## src/rtl/spkr_stat_pkg.sv

```systemverilog
package spkr_stat_pkg;
  // Bit positions in the port byte (software decodes these)
  localparam int unsigned B_TGATE = 0;
  localparam int unsigned B_SPKEN = 1;
  localparam int unsigned B_SPARE = 2;
  localparam int unsigned B_MASK  = 3;
  localparam int unsigned B_RFTOG = 4;
  localparam int unsigned B_TMR2  = 5;
  localparam int unsigned B_ERR   = 6;
  localparam int unsigned CTRL_W  = 4;

  typedef struct packed {
    logic mask;
    logic spare;
    logic spk_en;
    logic t_gate;
  } ctrl_t;
endpackage

```

## src/rtl/spkr_sync.sv

```systemverilog
module spkr_sync #(
  parameter int unsigned W       = 1,
  parameter int unsigned STAGES  = 2,
  parameter logic        RST_VAL = 1'b1
) (
  input  logic         clk,
  input  logic         rst,
  input  logic [W-1:0] d_async,
  output logic [W-1:0] q_sync
);
  logic [STAGES-1:0] chain [W];

  for (genvar b = 0; b < W; b++) begin : g_bit
    always_ff @(posedge clk) begin
      if (rst) chain[b] <= {STAGES{RST_VAL}};
      else     chain[b] <= {chain[b][STAGES-2:0], d_async[b]};
    end
    assign q_sync[b] = chain[b][STAGES-1];
  end
endmodule

```

## src/rtl/spkr_rfsh_tog.sv

```systemverilog
module spkr_rfsh_tog (
  input  logic clk,
  input  logic rst,
  input  logic lvl_n,
  output logic tog
);
  logic prev_n;
  logic rise;

  assign rise = lvl_n & ~prev_n;

  always_ff @(posedge clk) begin
    if (rst) begin
      prev_n <= 1'b1;
      tog    <= 1'b0;
    end else begin
      prev_n <= lvl_n;
      if (rise) tog <= ~tog;
    end
  end

  p_flip_r10: assert property (@(posedge clk) disable iff (rst)
    rise |=> (tog != $past(tog)));
  p_hold_r10: assert property (@(posedge clk) disable iff (rst)
    !rise |=> $stable(tog));
endmodule

```

## src/rtl/spkr_err_latch.sv

```systemverilog
module spkr_err_latch (
  input  logic clk,
  input  logic rst,
  input  logic err_act,
  input  logic mask,
  input  logic nmi_en,
  output logic flag,
  output logic nmi_req
);
  always_ff @(posedge clk) begin
    if (rst) begin
      flag    <= 1'b0;
      nmi_req <= 1'b0;
    end else begin
      if (mask)         flag <= 1'b0;
      else if (err_act) flag <= 1'b1;
      nmi_req <= flag & nmi_en;
    end
  end

  p_sticky_r7: assert property (@(posedge clk) disable iff (rst)
    (flag && !mask) |=> flag);
  p_clear_r8: assert property (@(posedge clk) disable iff (rst)
    mask |=> !flag);
  p_nmi_off_r9: assert property (@(posedge clk) disable iff (rst)
    !nmi_en |=> !nmi_req);
endmodule

```

## src/rtl/spkr_stat_port.sv

```systemverilog
module spkr_stat_port
  import spkr_stat_pkg::*;
#(
  parameter int unsigned ADDR_W      = 16,
  parameter logic [15:0] PORT_ADDR   = 16'h0061,
  parameter int unsigned SYNC_STAGES = 2
) (
  input  logic              clk,
  input  logic              rst,
  input  logic [ADDR_W-1:0] bus_addr,
  input  logic              bus_wr,
  input  logic              bus_rd,
  input  logic [7:0]        bus_wdata,
  output logic [7:0]        bus_rdata,
  input  logic              chk_n_in,
  input  logic              rfsh_n_in,
  input  logic              tmr2_out,
  input  logic              nmi_en,
  output logic              tmr2_gate,
  output logic              spkr_out,
  output logic              nmi_req
);
  localparam logic [ADDR_W-1:0] MY_ADDR = ADDR_W'(PORT_ADDR);

  ctrl_t       ctrl;
  logic        hit;
  logic [1:0]  sync_q;
  logic        err_flag;
  logic        rf_tog;
  logic [7:0]  rd_val;

  assign hit = (bus_addr == MY_ADDR);

  spkr_sync #(.W(2), .STAGES(SYNC_STAGES), .RST_VAL(1'b1)) u_sync (
    .clk(clk), .rst(rst),
    .d_async({rfsh_n_in, chk_n_in}),
    .q_sync(sync_q)
  );

  spkr_err_latch u_err (
    .clk(clk), .rst(rst),
    .err_act(~sync_q[0]),
    .mask(ctrl.mask),
    .nmi_en(nmi_en),
    .flag(err_flag),
    .nmi_req(nmi_req)
  );

  spkr_rfsh_tog u_rf (
    .clk(clk), .rst(rst),
    .lvl_n(sync_q[1]),
    .tog(rf_tog)
  );

  always_ff @(posedge clk) begin
    if (rst) ctrl <= '0;
    else if (bus_wr && hit) ctrl <= ctrl_t'(bus_wdata[CTRL_W-1:0]);
  end

  always_comb begin
    rd_val                   = '0;
    rd_val[CTRL_W-1:0]       = ctrl;
    rd_val[B_RFTOG]          = rf_tog;
    rd_val[B_TMR2]           = tmr2_out;
    rd_val[B_ERR]            = err_flag;
  end

  always_ff @(posedge clk) begin
    if (rst) begin
      bus_rdata <= '0;
      spkr_out  <= 1'b0;
    end else begin
      bus_rdata <= (bus_rd && hit) ? rd_val : 8'h00;
      spkr_out  <= ctrl.spk_en & tmr2_out;
    end
  end

  assign tmr2_gate = ctrl.t_gate;

  p_bit7_r3: assert property (@(posedge clk) disable iff (rst)
    bus_rdata[7] == 1'b0);
  p_gate_r4: assert property (@(posedge clk) disable iff (rst)
    (bus_wr && hit) |=> (tmr2_gate == $past(bus_wdata[B_TGATE])));
  p_spk_off_r5: assert property (@(posedge clk) disable iff (rst)
    !ctrl.spk_en |=> !spkr_out);
  p_miss_r11: assert property (@(posedge clk) disable iff (rst)
    (bus_rd && !hit) |=> (bus_rdata == 8'h00));
endmodule

```

## config.mk

```make
export PLATFORM = sky130hd
export DESIGN_NAME = spkr_stat_port
export DESIGN_NICKNAME = d
export VERILOG_FILES = /design/src/rtl/spkr_stat_pkg.sv /design/src/rtl/spkr_sync.sv /design/src/rtl/spkr_rfsh_tog.sv /design/src/rtl/spkr_err_latch.sv /design/src/rtl/spkr_stat_port.sv
export SDC_FILE = /design/constraint.sdc
export NUM_CORES = 1
export LEC_CHECK = 0
export ABC_AREA = 0
export CAP_MARGIN = 20
export CORE_UTILIZATION = 51
export CTS_BUF_LIST = sky130_fd_sc_hd__clkbuf_16
export DETAILED_ROUTE_END_ITERATION = 16
export DONT_BUFFER_PORTS = 1
export PLACE_DENSITY = 0.67
export SLEW_MARGIN = 10
export SYNTH_ARGS = -nofsm -noshare
export SYNTH_HDL_FRONTEND = slang
export SYNTH_SLANG_ARGS = --single-unit
```

## constraint.sdc

```tcl
create_clock -name clk -period 1.1 [get_ports clk]
set_clock_uncertainty 0.15 [all_clocks]
set_input_delay 0.11 -clock clk [delete_from_list [all_inputs] [get_ports clk]]
set_output_delay 0.11 -clock clk [all_outputs]
set_load 0.005 [all_outputs]
```

==> results.md, run 1 <==
- The run finished, with violations left.
- The final reports fail on hold timing.
- The arrival time at the worst endpoint is 0.99 ns.
- Once the floorplan was initialized, standard cells occupied 54.6% of the core.
- The first global-routing pass estimated 1350 um of wire.
- The synthesis warning total is 0.
- 0 antenna diodes ended up in the layout.
- For this run, the slowest stage of the critical path takes 0.33 ns.
- STA classifies the critical path endpoint as a flop.
- The critical path launch point is bus_addr[7].
- The first TritonRoute pass finished after 2 iterations.
- The synthesized area per cell is 11.5 um2.
- Setup repair after global routing could not meet its margin everywhere.
- The multi-input logic area is 309 um2.
- The initial antenna violation count is 0.
- The chip width is 39.3 um.
- The final number of max-transition violations was 0.
- For the worst flop-to-flop path, the logic depth is 3.
- In this run, synthesis inferred 0 flip-flops with an integrated enable.
- Static timing analysis puts the maximum clock frequency at 988 MHz.
- The part of the Yosys area used for sequential elements is 56.3%.
- When the netlist entered floorplanning its net count stood at 94.
- The total of fill cells in the finished design is 112.
- The end point of the critical path is ctrl[3]$_SDFFE_PP0P_.
- Synthesis produced a netlist whose cell count is 62.
- After the flow finishes, the layout carries non-filler instances totaling 84.
- The end of the worst register-to-register path is u_rf.tog$_SDFFE_PP0P_.
- The share of the cycle needed by the critical path after routing is 92.0%.
- Across the run, the number of max-cap violations was 0.
- The layout cell share with drive strength beyond 1 is 21.7%.
- The smallest setup slack after layout is 0.0882 ns.
- After detailed routing, the number of vias per cell comes to 5.35.
- Summed over its instances, the top area cell type makes up 56.3% of the synthesized netlist area.
- The count of state elements after synthesis is 20.
- For this design the ratio of total power to cell area is 1730 mW/mm2.
- The critical-path maximum fanout is 4.
- The net count of the finished layout is 102.
- Of all flip-flops after synthesis, the portion carrying an async set or reset was 0%.
- The worst hold slack across all endpoints is -0.221 ns.
- Among all cell types in the netlist, the one instantiated most often is sky130_fd_sc_hd__dfxtp_1.
- The via count of the first global-routing pass is 337.
- The final layout contains routed wiring with a total length of 889 um.
- The number of cell rows is 13.
- The flip-flop and latch area is 400 um2.
- The residual DRC count is 0.
- The sort of element at the start of the critical path is an input pin.
- The kind of critical path is in2reg.
- The TritonCTS clock tree is built.
- Compared with the post-synthesis result, the final layout area differs by 21.0%.
- The main flop type after synthesis is sky130_fd_sc_hd__dfxtp_1.
- The mapped netlist covers 711 um2.
- Traced cell by cell, the critical path runs through nor4b_4, nand4_4, buf_4, o21ai_0, a21oi_1.
- The wire-length estimate of the detail-placed layout is 671 um.
- The number of endpoints failing setup at the final stage is 0.
- The die outline height is 39.3 um.
- Hold repair after CTS inserted 3 buffers.
- After clock tree synthesis, the clock-pin slew on the worst setup and hold paths is 0.05 ns.
- The total global-route track usage is 13.4%.
- The clock sink total is 20.
- Before CTS, the worst setup slack after placement is -0.158 ns.
- The die area is 0.00155 mm2.
- The slack of the worst reg-to-reg path is 0.20 ns.
- The clock reaches the later pin of the worst-skew pair after 0.24 ns.
- The number of hold violations in the final report is 20.
- The number of ports placed on the die boundary is 43.
- After synthesis, the cell types taking the most area are sky130_fd_sc_hd__dfxtp_1 56%, sky130_fd_sc_hd__and2_1 6.2%, sky130_fd_sc_hd__nor4_4 6.0%.
- The residual overflow from global routing is 0.
- The worst-path cell with the longest stage delay is sky130_fd_sc_hd__nor4b_4.
- The post-route minimum period is 1.01 ns.
- The synthesized design spends more area on one cell type than any other, namely sky130_fd_sc_hd__dfxtp_1.
- Summed over all cells, the static leakage comes to 0.328 nW.
- The total instance count after detailed placement is 75.
- Across the VDD grid, the largest voltage drop is 1020 uV.
- The worst hold path class is in2reg.
- The number of nets still failing antenna checks after routing is 0.
- At the end of routability-driven placement, the weighted congestion stood at 0.780.
- Entering global routing, the biggest net connects 15 pins.
- The number of buffers on the longest clock path is 2.
- The clock root buffer is sky130_fd_sc_hd__clkbuf_16.
- The startpoint identified for the worst register-to-register timing path is u_sync.chain[1][1]$_SDFF_PP1_.
- The CTS buffer count is 3.
- The core region is 0.00130 mm2.
- Summing over every cut layer, the via total after detailed routing is 449.
- The DRC violation total after the first TritonRoute iteration is 3.
- CTS built an H-tree with a depth of 1.
- The required time at the worst-slack endpoint is 1.08 ns.
- The count of port buffers added during placement is 0.
- In the synthesized netlist, the cells that appear most often are 20 x sky130_fd_sc_hd__dfxtp_1, 7 x sky130_fd_sc_hd__and2_1, 5 x sky130_fd_sc_hd__or2_2.
- Yosys mapped the design onto 22 distinct sky130hd cell types.
- After detailed routing, the average wire length per cell comes to 10.6 um.
## cells by family after synthesis
family / Yosys count / share of synthesized area [%]
AOI/OAI and AO/OA: 9 / 6.69
xor gates and xnor gates: 1 / 1.23
buffers and inverters: 4 / 2.64
DFF: 20 / 56.3
other: 1 / 0.528
and+or+nand+nor: 27 / 32.6
## sequential cells by signal, summed over array words and instances (netlist names)
register / cells
bus_rdata: 7
u_sync.chain: 4
ctrl: 3
spkr_out: 1
tmr2_gate: 1
u_err.flag: 1
u_err.nmi_req: 1
u_rf.prev_n: 1
u_rf.tog: 1
## critical path, delay by kind of cell
family	cells	cell delay (ns)
simple gates	2	0.49
buf+inv	1	0.17
compound gates	2	0.22
## how the worst min path moves through the flow
stage / from / end / slack, ns / cells after the start
final: rst / ctrl[3]$_SDFFE_PP0P_ / -0.22 / 1
after global routing: rst / ctrl[3]$_SDFFE_PP0P_ / -0.23 / 1
after CTS: rst / tmr2_gate$_SDFFE_PP0P_ / -0.22 / 1
after detailed placement: rst / tmr2_gate$_SDFFE_PP0P_ / 0.03 / 1
after global placement: rst / ctrl[2]$_SDFFE_PP0P_ / 0.03 / 1
after floorplan: chk_n_in / u_sync.chain[0][0]$_SDFF_PP1_ / 0.06 / 1
## through the flow
stage | setup TNS, ns | instance area (um2) | utilization, % | total power [mW]
final | 0 | 860 | 66.1 | 1.49
after global routing | -0.109 | 860 | 66.1 | 1.54
after CTS | 0 | 836 | 64.2 | 1.50
after detailed placement | -1.26 | 727 | 55.9 | 0.784
after global placement | -1.17 | 727 | 55.9 | 0.783
after floorplan | -0.403 | 719 | - | 0.788
## where the power goes
group	switching [mW]	leakage, nW	internal (mW)
logic	0.0112	0.127	0.0270
clock network	0.226	0.0385	0.482
registers	0.00336	0.162	0.738
## routing by layer
| layer | track usage (%) | wire length [um] |
|---|---|---|
| met1 | 14.4 | 355 |
| met2 | 21.7 | 428 |
| met3 | 7.39 | 93 |
| met4 | 5.17 | 11 |
| met5 | 0 | 0 |
## timing repair
action	in CTS	in global routing
setup buffers	0	2
endpoints found under the hold margin	20	20
endpoints found under the setup margin	0	7
gates resized for setup	0	1
## cell type report
type	instances	area share, %
tap	15	2.18
multi-input combinational	38	36.0
timing repair buffer	5	5.24
clock inverter	1	0.437
clock buffer	3	8.73
inverter	2	0.873
sequential	20	46.6
## layout by cell type, fill, tap and decap left out
cell type,count
sky130_fd_sc_hd__xnor2_1,1
sky130_fd_sc_hd__a21oi_1,4
sky130_fd_sc_hd__and2_1,7
sky130_fd_sc_hd__a211oi_1,1
sky130_fd_sc_hd__or2_2,5
sky130_fd_sc_hd__nor4_4,2
sky130_fd_sc_hd__nor4b_4,1
sky130_fd_sc_hd__clkinv_1,1
sky130_fd_sc_hd__dlygate4sd3_1,3
sky130_fd_sc_hd__nor2_1,1
sky130_fd_sc_hd__nor3b_1,1
sky130_fd_sc_hd__and3b_1,1
sky130_fd_sc_hd__o21ai_0,4
sky130_fd_sc_hd__nor3b_4,1
sky130_fd_sc_hd__buf_4,2
sky130_fd_sc_hd__clkbuf_16,3
sky130_fd_sc_hd__and4bb_1,1
sky130_fd_sc_hd__nor2b_1,1
sky130_fd_sc_hd__nand4_4,1
sky130_fd_sc_hd__dfxtp_1,20
sky130_fd_sc_hd__inv_1,2
sky130_fd_sc_hd__nand3_1,4
sky130_fd_sc_hd__conb_1,1
sky130_fd_sc_hd__and4_1,1
Power figures use the tool's default switching activity.
==> run 2: changes to the inputs <==
Settings changed: CORE_UTILIZATION 51 to 50, GPL_TIMING_DRIVEN set to 1, PLACE_DENSITY 0.67 to 0.66.
==> results.md, run 2 (same netlist as run 1, synthesis figures left out) <==
- In this run the vertical extent of the chip is 39.7 um.
- The number of endpoints failing setup at the final stage is 0.
- In this run the cell area measured after placement is 727 um2.
- Hold timing on the final database bottoms out at a slack of -0.224 ns.
- The number of H-tree levels is 1.
- For this run, design rule violations remaining after detail routing come to 0.
- The root buffer cell chosen for the clock tree is sky130_fd_sc_hd__clkbuf_16.
- Across the VDD grid, the largest voltage drop is 1010 uV.
- After detailed routing, the number of vias per cell comes to 5.26.
- The sort of element at the start of the critical path is an input pin.
- The chip width is 39.7 um.
- The final number of max-transition violations is 0.
- The share of the cycle needed by the critical path after routing is 92.2%.
- The static leakage is 0.320 nW.
- The run finished, with violations left.
- The worst-path cell with the longest stage delay is sky130_fd_sc_hd__nor4_4.
- The flip-flop count of the largest register, all copies and words added is 7.
- The mean routed wirelength per cell is 11.1 um.
- The number of nets still failing antenna checks after routing is 0.
- The number of antenna diodes in the final layout is 0.
- The arrival time at the worst endpoint is 1.05 ns.
- The post-CTS setup-driven buffer insertion count is 0.
- Walking the worst path, the cells encountered are nor4_4, nand4_4, nor3b_4, and2_1.
- The number of cell rows is 13.
- The clock sink total is 20.
- The die covers 0.00158 mm2.
- The register with the most flip-flops is bus_rdata.
- The quantity of hold-fixing buffers added after cts is 3.
- The final weighted congestion of routability-driven global placement is 0.788.
- The final total negative setup slack is 0 ns.
- The number of buffers on the longest clock path is 2.
- The TritonCTS clock tree is built.
- The total overflow left after global routing is 0.
- The tool flagged a number of max-cap violations equal to 0.
- The worst hold path depth is 1.
- Global routing used 15.5% of the available tracks.
- Setup repair after global routing could not meet its margin everywhere.
- The setup path with the least slack is of type in2reg.
- Clock latency on the worst-skew pair, taken at its later pin, is 0.25 ns.
- In the final layout, the share of cells above drive strength 1 is 19.4%.
- The length in cells of the worst reg-to-reg path is 3.
- In this design, the stage delay of the slowest critical-path cell is 0.31 ns.
- The worst setup path is captured at a flop.
- The global-route wire length before repair is 1480 um.
- In this run the standard cell core region covers 0.00132 mm2.
- Compared with the post-synthesis result, the final layout area differs by 18.8%.
- The library cell used most frequently in the layout, excluding fill and tap cells, is sky130_fd_sc_hd__dfxtp_1.
- The register clock-pin slew on the reported worst setup and hold paths is 0.05 ns.
- STA puts the critical path data required time at 1.14 ns.
- The largest registers in the layout are bus_rdata (7), u_sync.chain (4), ctrl (3).
- Dividing total power by cell area gives a power density of 1780 mW/mm2.
- The final reports fail on hold timing.
- The number of ports placed on the die boundary is 43.
- The number of clock buffers added by TritonCTS is 3.
- The via count of the first global-routing pass is 361.
- In this run, the number of DRC markers left after iteration 0 of detailed routing was 1.
- Once the floorplan was initialized, standard cells occupied 53.9% of the core.
- Counting both buffers and inverters, the worst setup path holds a total of 0.
- The overall routed net length is 913 um.
- In the layout the commonest cells are 20 x sky130_fd_sc_hd__dfxtp_1, 7 x sky130_fd_sc_hd__and2_1, 5 x sky130_fd_sc_hd__or2_2.
- For this run, the post-layout net count is 100.
- The smallest clock period supported by the final layout is computed as 1.01 ns.
- The total number of cells along the worst setup path is 4.
- The first TritonRoute pass finished after 4 iterations.
- The area of all placed cells without fillers is 845 um2.
- Broken down by cell family, the worst path's largest delay share belongs to simple AND/OR/NAND/NOR gates.
- Of all nets on the critical path, the largest fanout is 7.
- Input and output buffers added on the ports amount to 0.
- The maximum clock frequency is 986 MHz.
- Entering global routing, the biggest net connects 15 pins.
- The path class of the tightest hold or removal check is in2reg.
- The via count is 431.
- The initial antenna violation count came to 0.
- The number of hold violations in the final report is 20.
run 2: report_power, final:
part           leakage, nW  internal [mW]  total (mW)  switching [mW]
clock               0.0385          0.483       0.724           0.242
combinational        0.119         0.0270      0.0380          0.0110
sequential           0.162          0.737       0.740         0.00344
total                0.320           1.25        1.50           0.256
run 2: timing repair:
| item | CTS | global route |
|---|---|---|
| endpoints found under the hold margin | 20 | 20 |
| resized for setup | 0 | 1 |
| endpoints found under the setup margin | 0 | 7 |
run 2: worst register-to-register path: cells and delay by family (launching register included):
family,cells,cell delay (ns)
and+or+nand+nor,2,0.20
xor gates and xnor gates,1,0.12
DFF,1,0.31
run 2: worst paths after layout:
check | from | endpoint | slack (ns)
setup / recovery | bus_addr[8] | bus_rdata[4]$_SDFF_PP0_ | 0.09
hold / removal | rst | ctrl[2]$_SDFFE_PP0P_ | -0.22
setup reg to reg | u_sync.chain[1][1]$_SDFF_PP1_ | u_rf.tog$_SDFFE_PP0P_ | 0.22
hold reg to reg | u_sync.chain[0][1]$_SDFF_PP1_ | u_err.flag$_SDFFE_PP0N_ | 0.25
run 2: area by class of cell:
class	count	area, um2
clock inverters	1	3.75
flip-flops and latches	20	400
clock buffers	3	75.1
repair buffers	3	30.0
inverters	2	7.51
fillers	110	473
well taps	15	18.8
multi-input cells	38	309
run 2: metrics by stage:
step / cells / util, % / power (mW) / worst slack (ns)
5_1_grt: 82 / 64.1 / 1.55 / -0.0213
4_1_cts: 82 / 63.4 / 1.52 / 0.0910
2_1_floorplan: 62 / - / 0.788 / -0.0576
3_3_place_gp: 75 / 55.2 / 0.784 / -0.153
6_report: 82 / 64.1 / 1.50 / 0.0855
3_5_place_dp: 75 / 55.2 / 0.784 / -0.165
run 2: routing by layer:
metal | global-route usage [%] | part of all wire (%) | vias up
li1 | - | - | 220
met3 | 8.52 | 8.1 | 2
met2 | 21.3 | 45 | 25
met4 | 12.9 | 1.3 | 0
met1 | 17.0 | 45 | 184
met5 | 0 | 0 | -
==> run 3: changes to the inputs <==
Settings changed: ABC_CLOCK_PERIOD_IN_PS set to 1100.
==> results of run 3 <==
The final DEF is identical to that of run 2; final timing and power are the same.
